$ cat config.mk
export PLATFORM = sky130hd
export DESIGN_NAME = sdram_page_tracker
export DESIGN_NICKNAME = d
export VERILOG_FILES = /design/src/rtl/spt_pkg.sv /design/src/rtl/spt_bank_table.sv /design/src/rtl/spt_classifier.sv /design/src/rtl/spt_cmd_seq.sv /design/src/rtl/sdram_page_tracker.sv
export SDC_FILE = /design/constraint.sdc
export NUM_CORES = 1
export LEC_CHECK = 0
export CORE_ASPECT_RATIO = 0.5
export CORE_MARGIN = 3
export CORE_UTILIZATION = 37
export DETAILED_ROUTE_END_ITERATION = 16
export GPL_TIMING_DRIVEN = 0
export PLACE_DENSITY_LB_ADDON = 0.3
export SKIP_CTS_REPAIR_TIMING = 1
export SKIP_LAST_GASP = 1
export SYNTH_ARGS = -nofsm -noshare
export SYNTH_HDL_FRONTEND = slang
export SYNTH_SLANG_ARGS = --single-unit
export TNS_END_PERCENT = 30
$ cat constraint.sdc
create_clock -name clk -period 2.16 [get_ports clk]
set_clock_uncertainty 0.15 [all_clocks]
set_input_delay 0.324 -clock clk [delete_from_list [all_inputs] [get_ports clk]]
set_output_delay 0.324 -clock clk [all_outputs]
set_load 0.005 [all_outputs]
$ cat src/rtl/spt_pkg.sv
package spt_pkg;

  typedef enum logic [2:0] {
    CMD_NOP    = 3'd0,
    CMD_PRE    = 3'd1,
    CMD_PREALL = 3'd2,
    CMD_ACT    = 3'd3,
    CMD_RW     = 3'd4
  } sdcmd_e;

  typedef enum logic [1:0] {
    RES_NONE  = 2'd0,
    RES_HIT   = 2'd1,
    RES_EMPTY = 2'd2,
    RES_MISS  = 2'd3
  } res_e;

  typedef enum logic [1:0] {
    ST_IDLE,
    ST_PRE_SEQ,
    ST_PRE_WAIT,
    ST_ACT_WAIT
  } seq_st_e;

  function automatic int unsigned max_u(input int unsigned a, input int unsigned b);
    return (a > b) ? a : b;
  endfunction

endpackage

$ cat src/rtl/spt_bank_table.sv
module spt_bank_table #(
  parameter int NUM_BANKS = 4,
  parameter int ROW_W     = 12,
  localparam int BANK_W   = $clog2(NUM_BANKS)
) (
  input  logic                 clk,
  input  logic                 rst_n,
  input  logic                 set_en,
  input  logic [BANK_W-1:0]    set_bank,
  input  logic [ROW_W-1:0]     set_row,
  input  logic                 clr_one,
  input  logic [BANK_W-1:0]    clr_bank,
  input  logic                 clr_all,
  output logic [NUM_BANKS-1:0] open_mask,
  output logic                 row_valid,
  output logic [ROW_W-1:0]     trk_row
);

  logic [NUM_BANKS-1:0] left_after_clr;
  logic                 last_closing;

  assign left_after_clr = open_mask & ~(NUM_BANKS'(1) << clr_bank);
  assign last_closing   = clr_all || (clr_one && (left_after_clr == '0));

  for (genvar g = 0; g < NUM_BANKS; g++) begin : g_flag
    always_ff @(posedge clk) begin
      if (!rst_n)                                  open_mask[g] <= 1'b0;
      else if (clr_all)                            open_mask[g] <= 1'b0;
      else if (clr_one && clr_bank == BANK_W'(g))  open_mask[g] <= 1'b0;
      else if (set_en && set_bank == BANK_W'(g))   open_mask[g] <= 1'b1;
    end
  end

  always_ff @(posedge clk) begin
    if (!rst_n) begin
      row_valid <= 1'b0;
      trk_row   <= '0;
    end else if (set_en) begin
      row_valid <= 1'b1;
      trk_row   <= set_row;
    end else if (last_closing) begin
      row_valid <= 1'b0;
    end
  end

endmodule

$ cat src/rtl/spt_classifier.sv
module spt_classifier #(
  parameter int NUM_BANKS = 4,
  parameter int ROW_W     = 12,
  localparam int BANK_W   = $clog2(NUM_BANKS)
) (
  input  logic [NUM_BANKS-1:0] open_mask,
  input  logic                 row_valid,
  input  logic [ROW_W-1:0]     trk_row,
  input  logic [BANK_W-1:0]    req_bank,
  input  logic [ROW_W-1:0]     req_row,
  output logic                 is_hit,
  output logic                 is_empty,
  output logic                 is_miss
);

  function automatic logic same_row(input logic vld, input logic [ROW_W-1:0] a,
                                    input logic [ROW_W-1:0] b);
    return vld && (a == b);
  endfunction

  logic bank_open;
  logic row_eq;

  assign bank_open = open_mask[req_bank];
  assign row_eq    = same_row(row_valid, trk_row, req_row);

  always_comb begin
    is_hit   = bank_open && row_eq;
    is_empty = !bank_open && (!row_valid || row_eq);
    is_miss  = !is_hit && !is_empty;
  end

endmodule

$ cat src/rtl/spt_cmd_seq.sv
module spt_cmd_seq
  import spt_pkg::*;
#(
  parameter int NUM_BANKS = 4,
  parameter int ROW_W     = 12,
  parameter int T_RP      = 2,
  parameter int T_RCD     = 3,
  localparam int BANK_W   = $clog2(NUM_BANKS),
  localparam int CNT_W    = $clog2(max_u(T_RP, T_RCD) + 1)
) (
  input  logic                 clk,
  input  logic                 rst_n,
  input  logic                 req_fire,
  input  logic [BANK_W-1:0]    req_bank,
  input  logic [ROW_W-1:0]     req_row,
  input  logic                 req_write,
  input  logic                 cfg_close_all,
  input  logic                 is_hit,
  input  logic                 is_empty,
  input  logic [NUM_BANKS-1:0] open_mask,
  output logic                 busy,
  output sdcmd_e               cmd_q,
  output logic [BANK_W-1:0]    cmd_bank_q,
  output logic [ROW_W-1:0]     cmd_row_q,
  output logic                 cmd_write_q,
  output logic                 res_valid_q,
  output res_e                 res_kind_q,
  output logic                 set_en,
  output logic [BANK_W-1:0]    set_bank,
  output logic [ROW_W-1:0]     set_row,
  output logic                 clr_one,
  output logic [BANK_W-1:0]    clr_bank,
  output logic                 clr_all
);

  // Victim choice: target bank if open, otherwise the lowest open bank.
  function automatic logic [BANK_W-1:0] pick_victim(input logic [NUM_BANKS-1:0] mask,
                                                    input logic [BANK_W-1:0] target);
    logic [BANK_W-1:0] pick;
    pick = target;
    if (!mask[target]) begin
      for (int i = NUM_BANKS - 1; i >= 0; i--)
        if (mask[i]) pick = BANK_W'(i);
    end
    return pick;
  endfunction

  seq_st_e           st_q, st_d;
  logic [CNT_W-1:0]  cnt_q, cnt_d;
  logic [BANK_W-1:0] l_bank;
  logic [ROW_W-1:0]  l_row;
  logic              l_write;
  logic              l_pol;

  logic [BANK_W-1:0] op_bank;
  logic [ROW_W-1:0]  op_row;
  logic              op_write;
  logic [BANK_W-1:0] victim;
  logic              victim_last;

  sdcmd_e            cmd_d;
  logic [BANK_W-1:0] cmd_bank_d;
  logic [ROW_W-1:0]  cmd_row_d;
  logic              cmd_write_d;
  logic              res_valid_d;
  res_e              res_kind_d;

  assign op_bank     = (st_q == ST_IDLE) ? req_bank  : l_bank;
  assign op_row      = (st_q == ST_IDLE) ? req_row   : l_row;
  assign op_write    = (st_q == ST_IDLE) ? req_write : l_write;
  assign victim      = pick_victim(open_mask, op_bank);
  assign victim_last = (open_mask & ~(NUM_BANKS'(1) << victim)) == '0;
  assign busy        = (st_q != ST_IDLE);

  always_comb begin
    st_d        = st_q;
    cnt_d       = cnt_q;
    cmd_d       = CMD_NOP;
    cmd_bank_d  = cmd_bank_q;
    cmd_row_d   = cmd_row_q;
    cmd_write_d = cmd_write_q;
    res_valid_d = 1'b0;
    res_kind_d  = RES_NONE;
    set_en      = 1'b0;
    set_bank    = op_bank;
    set_row     = op_row;
    clr_one     = 1'b0;
    clr_bank    = victim;
    clr_all     = 1'b0;

    unique case (st_q)
      ST_IDLE: begin
        if (req_fire) begin
          res_valid_d = 1'b1;
          cmd_bank_d  = op_bank;
          cmd_row_d   = op_row;
          cmd_write_d = op_write;
          if (is_hit) begin
            res_kind_d = RES_HIT;
            cmd_d      = CMD_RW;
          end else if (is_empty) begin
            res_kind_d = RES_EMPTY;
            cmd_d      = CMD_ACT;
            set_en     = 1'b1;
            st_d       = ST_ACT_WAIT;
            cnt_d      = CNT_W'(T_RCD - 1);
          end else begin
            res_kind_d = RES_MISS;
            if (cfg_close_all) begin
              cmd_d   = CMD_PREALL;
              clr_all = 1'b1;
              st_d    = ST_PRE_WAIT;
              cnt_d   = CNT_W'(T_RP - 1);
            end else begin
              cmd_d      = CMD_PRE;
              cmd_bank_d = victim;
              clr_one    = 1'b1;
              st_d       = victim_last ? ST_PRE_WAIT : ST_PRE_SEQ;
              cnt_d      = CNT_W'(T_RP - 1);
            end
          end
        end
      end
      ST_PRE_SEQ: begin
        cmd_d      = CMD_PRE;
        cmd_bank_d = victim;
        clr_one    = 1'b1;
        st_d       = victim_last ? ST_PRE_WAIT : ST_PRE_SEQ;
        cnt_d      = CNT_W'(T_RP - 1);
      end
      ST_PRE_WAIT: begin
        if (cnt_q == '0) begin
          cmd_d      = CMD_ACT;
          cmd_bank_d = op_bank;
          cmd_row_d  = op_row;
          set_en     = 1'b1;
          st_d       = ST_ACT_WAIT;
          cnt_d      = CNT_W'(T_RCD - 1);
        end else begin
          cnt_d = cnt_q - 1'b1;
        end
      end
      ST_ACT_WAIT: begin
        if (cnt_q == '0) begin
          cmd_d       = CMD_RW;
          cmd_bank_d  = op_bank;
          cmd_row_d   = op_row;
          cmd_write_d = op_write;
          st_d        = ST_IDLE;
        end else begin
          cnt_d = cnt_q - 1'b1;
        end
      end
      default: st_d = ST_IDLE;
    endcase
  end

  always_ff @(posedge clk) begin
    if (!rst_n) begin
      st_q        <= ST_IDLE;
      cnt_q       <= '0;
      l_bank      <= '0;
      l_row       <= '0;
      l_write     <= 1'b0;
      l_pol       <= 1'b0;
      cmd_q       <= CMD_NOP;
      cmd_bank_q  <= '0;
      cmd_row_q   <= '0;
      cmd_write_q <= 1'b0;
      res_valid_q <= 1'b0;
      res_kind_q  <= RES_NONE;
    end else begin
      st_q        <= st_d;
      cnt_q       <= cnt_d;
      cmd_q       <= cmd_d;
      cmd_bank_q  <= cmd_bank_d;
      cmd_row_q   <= cmd_row_d;
      cmd_write_q <= cmd_write_d;
      res_valid_q <= res_valid_d;
      res_kind_q  <= res_kind_d;
      if (req_fire) begin
        l_bank  <= req_bank;
        l_row   <= req_row;
        l_write <= req_write;
        l_pol   <= cfg_close_all;
      end
    end
  end

  // The latched policy is kept for observation; the policy only matters at acceptance.
  logic unused_pol;
  assign unused_pol = l_pol;

endmodule

$ cat src/rtl/sdram_page_tracker.sv
module sdram_page_tracker
  import spt_pkg::*;
#(
  parameter int NUM_BANKS = 4,
  parameter int ROW_W     = 12,
  parameter int T_RP      = 2,
  parameter int T_RCD     = 3,
  localparam int BANK_W   = $clog2(NUM_BANKS)
) (
  input  logic              clk,
  input  logic              rst_n,
  input  logic              cfg_close_all,
  input  logic              req_valid,
  output logic              req_ready,
  input  logic [BANK_W-1:0] req_bank,
  input  logic [ROW_W-1:0]  req_row,
  input  logic              req_write,
  output logic [2:0]        cmd_code,
  output logic [BANK_W-1:0] cmd_bank,
  output logic [ROW_W-1:0]  cmd_row,
  output logic              cmd_write,
  output logic              res_valid,
  output logic [1:0]        res_kind
);

  // Named internal events, brought out for the checker.
  logic [NUM_BANKS-1:0] open_mask;
  logic                 row_valid;
  logic [ROW_W-1:0]     trk_row;
  logic                 is_hit, is_empty, is_miss;
  logic                 busy;
  logic                 req_fire;
  logic                 set_en, clr_one, clr_all;
  logic [BANK_W-1:0]    set_bank, clr_bank;
  logic [ROW_W-1:0]     set_row;
  sdcmd_e               cmd_e;
  res_e                 res_e_q;

  assign req_ready = !busy;
  assign req_fire  = req_valid && req_ready;

  spt_bank_table #(.NUM_BANKS(NUM_BANKS), .ROW_W(ROW_W)) table_i (
    .clk(clk), .rst_n(rst_n),
    .set_en(set_en), .set_bank(set_bank), .set_row(set_row),
    .clr_one(clr_one), .clr_bank(clr_bank), .clr_all(clr_all),
    .open_mask(open_mask), .row_valid(row_valid), .trk_row(trk_row)
  );

  spt_classifier #(.NUM_BANKS(NUM_BANKS), .ROW_W(ROW_W)) class_i (
    .open_mask(open_mask), .row_valid(row_valid), .trk_row(trk_row),
    .req_bank(req_bank), .req_row(req_row),
    .is_hit(is_hit), .is_empty(is_empty), .is_miss(is_miss)
  );

  spt_cmd_seq #(.NUM_BANKS(NUM_BANKS), .ROW_W(ROW_W), .T_RP(T_RP), .T_RCD(T_RCD)) seq_i (
    .clk(clk), .rst_n(rst_n),
    .req_fire(req_fire), .req_bank(req_bank), .req_row(req_row), .req_write(req_write),
    .cfg_close_all(cfg_close_all), .is_hit(is_hit), .is_empty(is_empty),
    .open_mask(open_mask), .busy(busy),
    .cmd_q(cmd_e), .cmd_bank_q(cmd_bank), .cmd_row_q(cmd_row), .cmd_write_q(cmd_write),
    .res_valid_q(res_valid), .res_kind_q(res_e_q),
    .set_en(set_en), .set_bank(set_bank), .set_row(set_row),
    .clr_one(clr_one), .clr_bank(clr_bank), .clr_all(clr_all)
  );

  assign cmd_code = cmd_e;
  assign res_kind = res_e_q;

  logic unused_miss;
  assign unused_miss = is_miss;

endmodule

==> flow_summary.json <==
{
  "hold_path.startpoint": "req_row[6]",
  "dp_slack_ns": -1.02,
  "synth_edf_count": 0,
  "numCtsBuffers": 9,
  "cp-startpoint": "table_i.open_mask[3]$_SDFFE_PP0P_",
  "violations": "setup timing",
  "clock-root-buffer": "clkbuf_16",
  "dr.pass1.iters": 5,
  "routedWlPerCell_um": 16.5,
  "r2r_cells": 8,
  "hold_viol_final": 0,
  "cp_data_required_time_ns": 2.21,
  "cp_slowest_cell": "mux4_2",
  "vias": 2686,
  "synthesis.nets": 338,
  "critPathKind": "register to register",
  "grt_pass1_wl_um": 12000,
  "clock_sinks": 57,
  "synth_area_per_cell_um2": 8.75,
  "portBuffers": 39,
  "p_leak_nw": 1.87,
  "setup_violations": 19,
  "ff2ff_setup_slack_ns": -0.12,
  "area_growth_pct": 42.7,
  "max_freq_ghz": 0.438,
  "rr_startpoint": "table_i.open_mask[3]$_SDFFE_PP0P_",
  "max-slew-margin-rel": 0.490,
  "ys.warnings.count": 0,
  "worstHoldPathType": "input port to register",
  "outcome": "finished with violations",
  "clk_latency_ns": 0.33,
  "rows": 21,
  "initial_core_util": 0.399,
  "die_h_um": 67.2,
  "antenna_found_initial": 0,
  "cts.path.max_buffers": 2,
  "route.detailed.drc": 0,
  "cap_violations": 0,
  "yosys.cell_types.count": 48,
  "utilization": 0.569,
  "layout_setup_ws_ns": -0.122,
  "grt_pass1_vias": 2529,
  "arrival_ns": 2.34,
  "overflow": 0,
  "die_x_um": 128,
  "place_area_um2": 3280,
  "htreeDepth": 3,
  "dp_hpwl_um": 5240,
  "final_cell_mix": "nand2_1, dfxtp_1, clkdlybuf4s50_1",
  "drt-total-wl_um": 8000,
  "layout_commonest_cell": "nand2_1",
  "grt_use_total": 0.179,
  "syn-instance-count": 317,
  "crit_path_end_kind": "register",
  "synthArstFlopShare": 0,
  "io_pins": 41,
  "detail-route-antenna-nets": 0,
  "worst_pin_slew_ns": 0.766,
  "min_path_cells": 3,
  "critPathMaxFanout": 4,
  "power.density_nw_per_um2": 1320,
  "finalInstanceArea_um2": 3960,
  "grt_start_max_net_pins": 13,
  "final_nets": 408,
  "ys_ff_latch": 57,
  "critPathLaunchType": "register",
  "diodes": 0,
  "hold_ws_ns": 0.174,
  "fill_cells": 555,
  "drtIter0Drc": 259,
  "netlist_area_um2": 2780,
  "rsz0062_at_grt": "true",
  "coreArea_um2": 6960,
  "period_minus_slack_ns": 2.28,
  "seq_area_frac_synth": 0.411,
  "crit_chain": "mux4_2 -> o41ai_4 -> buf_4 -> buf_4 -> buf_6 -> a22oi_2 -> nand3_1 -> o21ai_1",
  "cts.clk_slew.worst_paths_ns": 0.06,
  "ys.flop_type": "dfxtp_1",
  "fin_tns_setup_ns": -1.66,
  "ir_drop_uv": 599,
  "worst_path_most_repeated_cell": "buf_4",
  "drv_slew": 0,
  "post-route-period-util": 1.06,
  "routabilityCongestion": 0.883,
  "vias_per_cell": 5.55,
  "cts_tree": "built",
  "dieArea_um2": 8640,
  "max_stage_delay_ns": 0.53,
  "drive_gt1_frac": 0.186
}
path summary, 6_finish.rpt:
check	endpoint
hold reg to reg	seq_i.l_row[9]$_SDFFE_PN0P_
hold / removal	seq_i.l_row[6]$_SDFFE_PN0P_
setup reg to reg	seq_i.cnt_q[0]$_SDFFE_PN0P_
setup / recovery	seq_i.cnt_q[0]$_SDFFE_PN0P_
state kept, by name (all words and copies together) (netlist names), 2 cells and up:
register,flops
seq_i.st_q,2
seq_i.l_bank,2
seq_i.cmd_bank_q,2
table_i.trk_row,12
seq_i.cmd_q,3
seq_i.cmd_row_q,12
seq_i.res_kind_q,2
table_i.open_mask,4
seq_i.cnt_q,2
seq_i.l_row,12
layout make-up:
cell class,instances,area [um2],share of cell area
clock inverter,6,50.0,0.0126
timing repair buffer,62,627,0.158
buffer,19,103,0.0259
clock buffer,10,239,0.0603
inverter,7,26.3,0.00664
tap,92,115,0.0291
multi-input combinational,231,1640,0.415
sequential,57,1160,0.292
where the power goes:
part,total (mW),switching (mW),internal [mW]
clock,1.35,0.534,0.817
sequential,1.55,0.202,1.35
combinational,2.33,1.16,1.17
critical path: cells and delay by family (launching register included):
| family | cells | cell delay (ns) |
|---|---|---|
| AO/OA/AOI/OAI | 3 | 0.59 |
| buffers and inverters | 3 | 0.44 |
| multiplexers | 1 | 0.53 |
| flip-flops | 1 | 0.35 |
| AND/OR/NAND/NOR | 1 | 0.09 |
logic make-up (layout without fill, tap and decap cells):
logic type	after synthesis	in the layout	share of synthesized area
buffers and inverters	29	104	0.0451
AO/OA/AOI/OAI	92	92	0.259
AND/OR/NAND/NOR	109	109	0.175
XOR/XNOR	12	12	0.0379
flip-flops	57	57	0.411
adder cells (fa/ha/maj)	3	3	0.0126
multiplexers	15	15	0.0586
per-stage QoR:
stage          total power, mW  cells
2_1_floorplan             2.73    317
3_3_place_gp              3.30    448
3_5_place_dp              3.35    448
4_1_cts                   4.71    464
5_1_grt                   5.52    484
6_report                  5.24    484
synth_stat cells, types with 2 or more instances:
cell      instances  share of area
nor3_1            3         0.0054
and3_1            3         0.0068
nand3_1           4         0.0072
a22oi_1           2         0.0054
nor2b_1           5          0.011
nand4_1           4         0.0090
mux2i_1          14          0.050
a21o_1            2         0.0054
or3b_2            2         0.0063
nor2_1           11          0.015
a21oi_1           7          0.013
a311oi_1          2         0.0063
a31oi_1           5          0.011
a211oi_1          3         0.0081
xnor2_1          12          0.038
inv_1             7         0.0095
o21a_1            4          0.011
nand2_1          66          0.089
o211ai_1          2         0.0054
nand2b_1          3         0.0068
ha_1              2         0.0090
o211a_1          24          0.087
o21ai_0          14          0.025
a21boi_0         16          0.043
dfxtp_1          57           0.41
and2_1            4         0.0090
clkbuf_1         17          0.023
buf_4             2         0.0054
routing by layer:
layer  global-route usage  part of all wire
met4               0.0833             0.022
met1                0.218              0.45
met2                0.291              0.47
met3               0.0585             0.060
met5                    0                 0
Note: power is estimated with default switching activity, not from simulation.
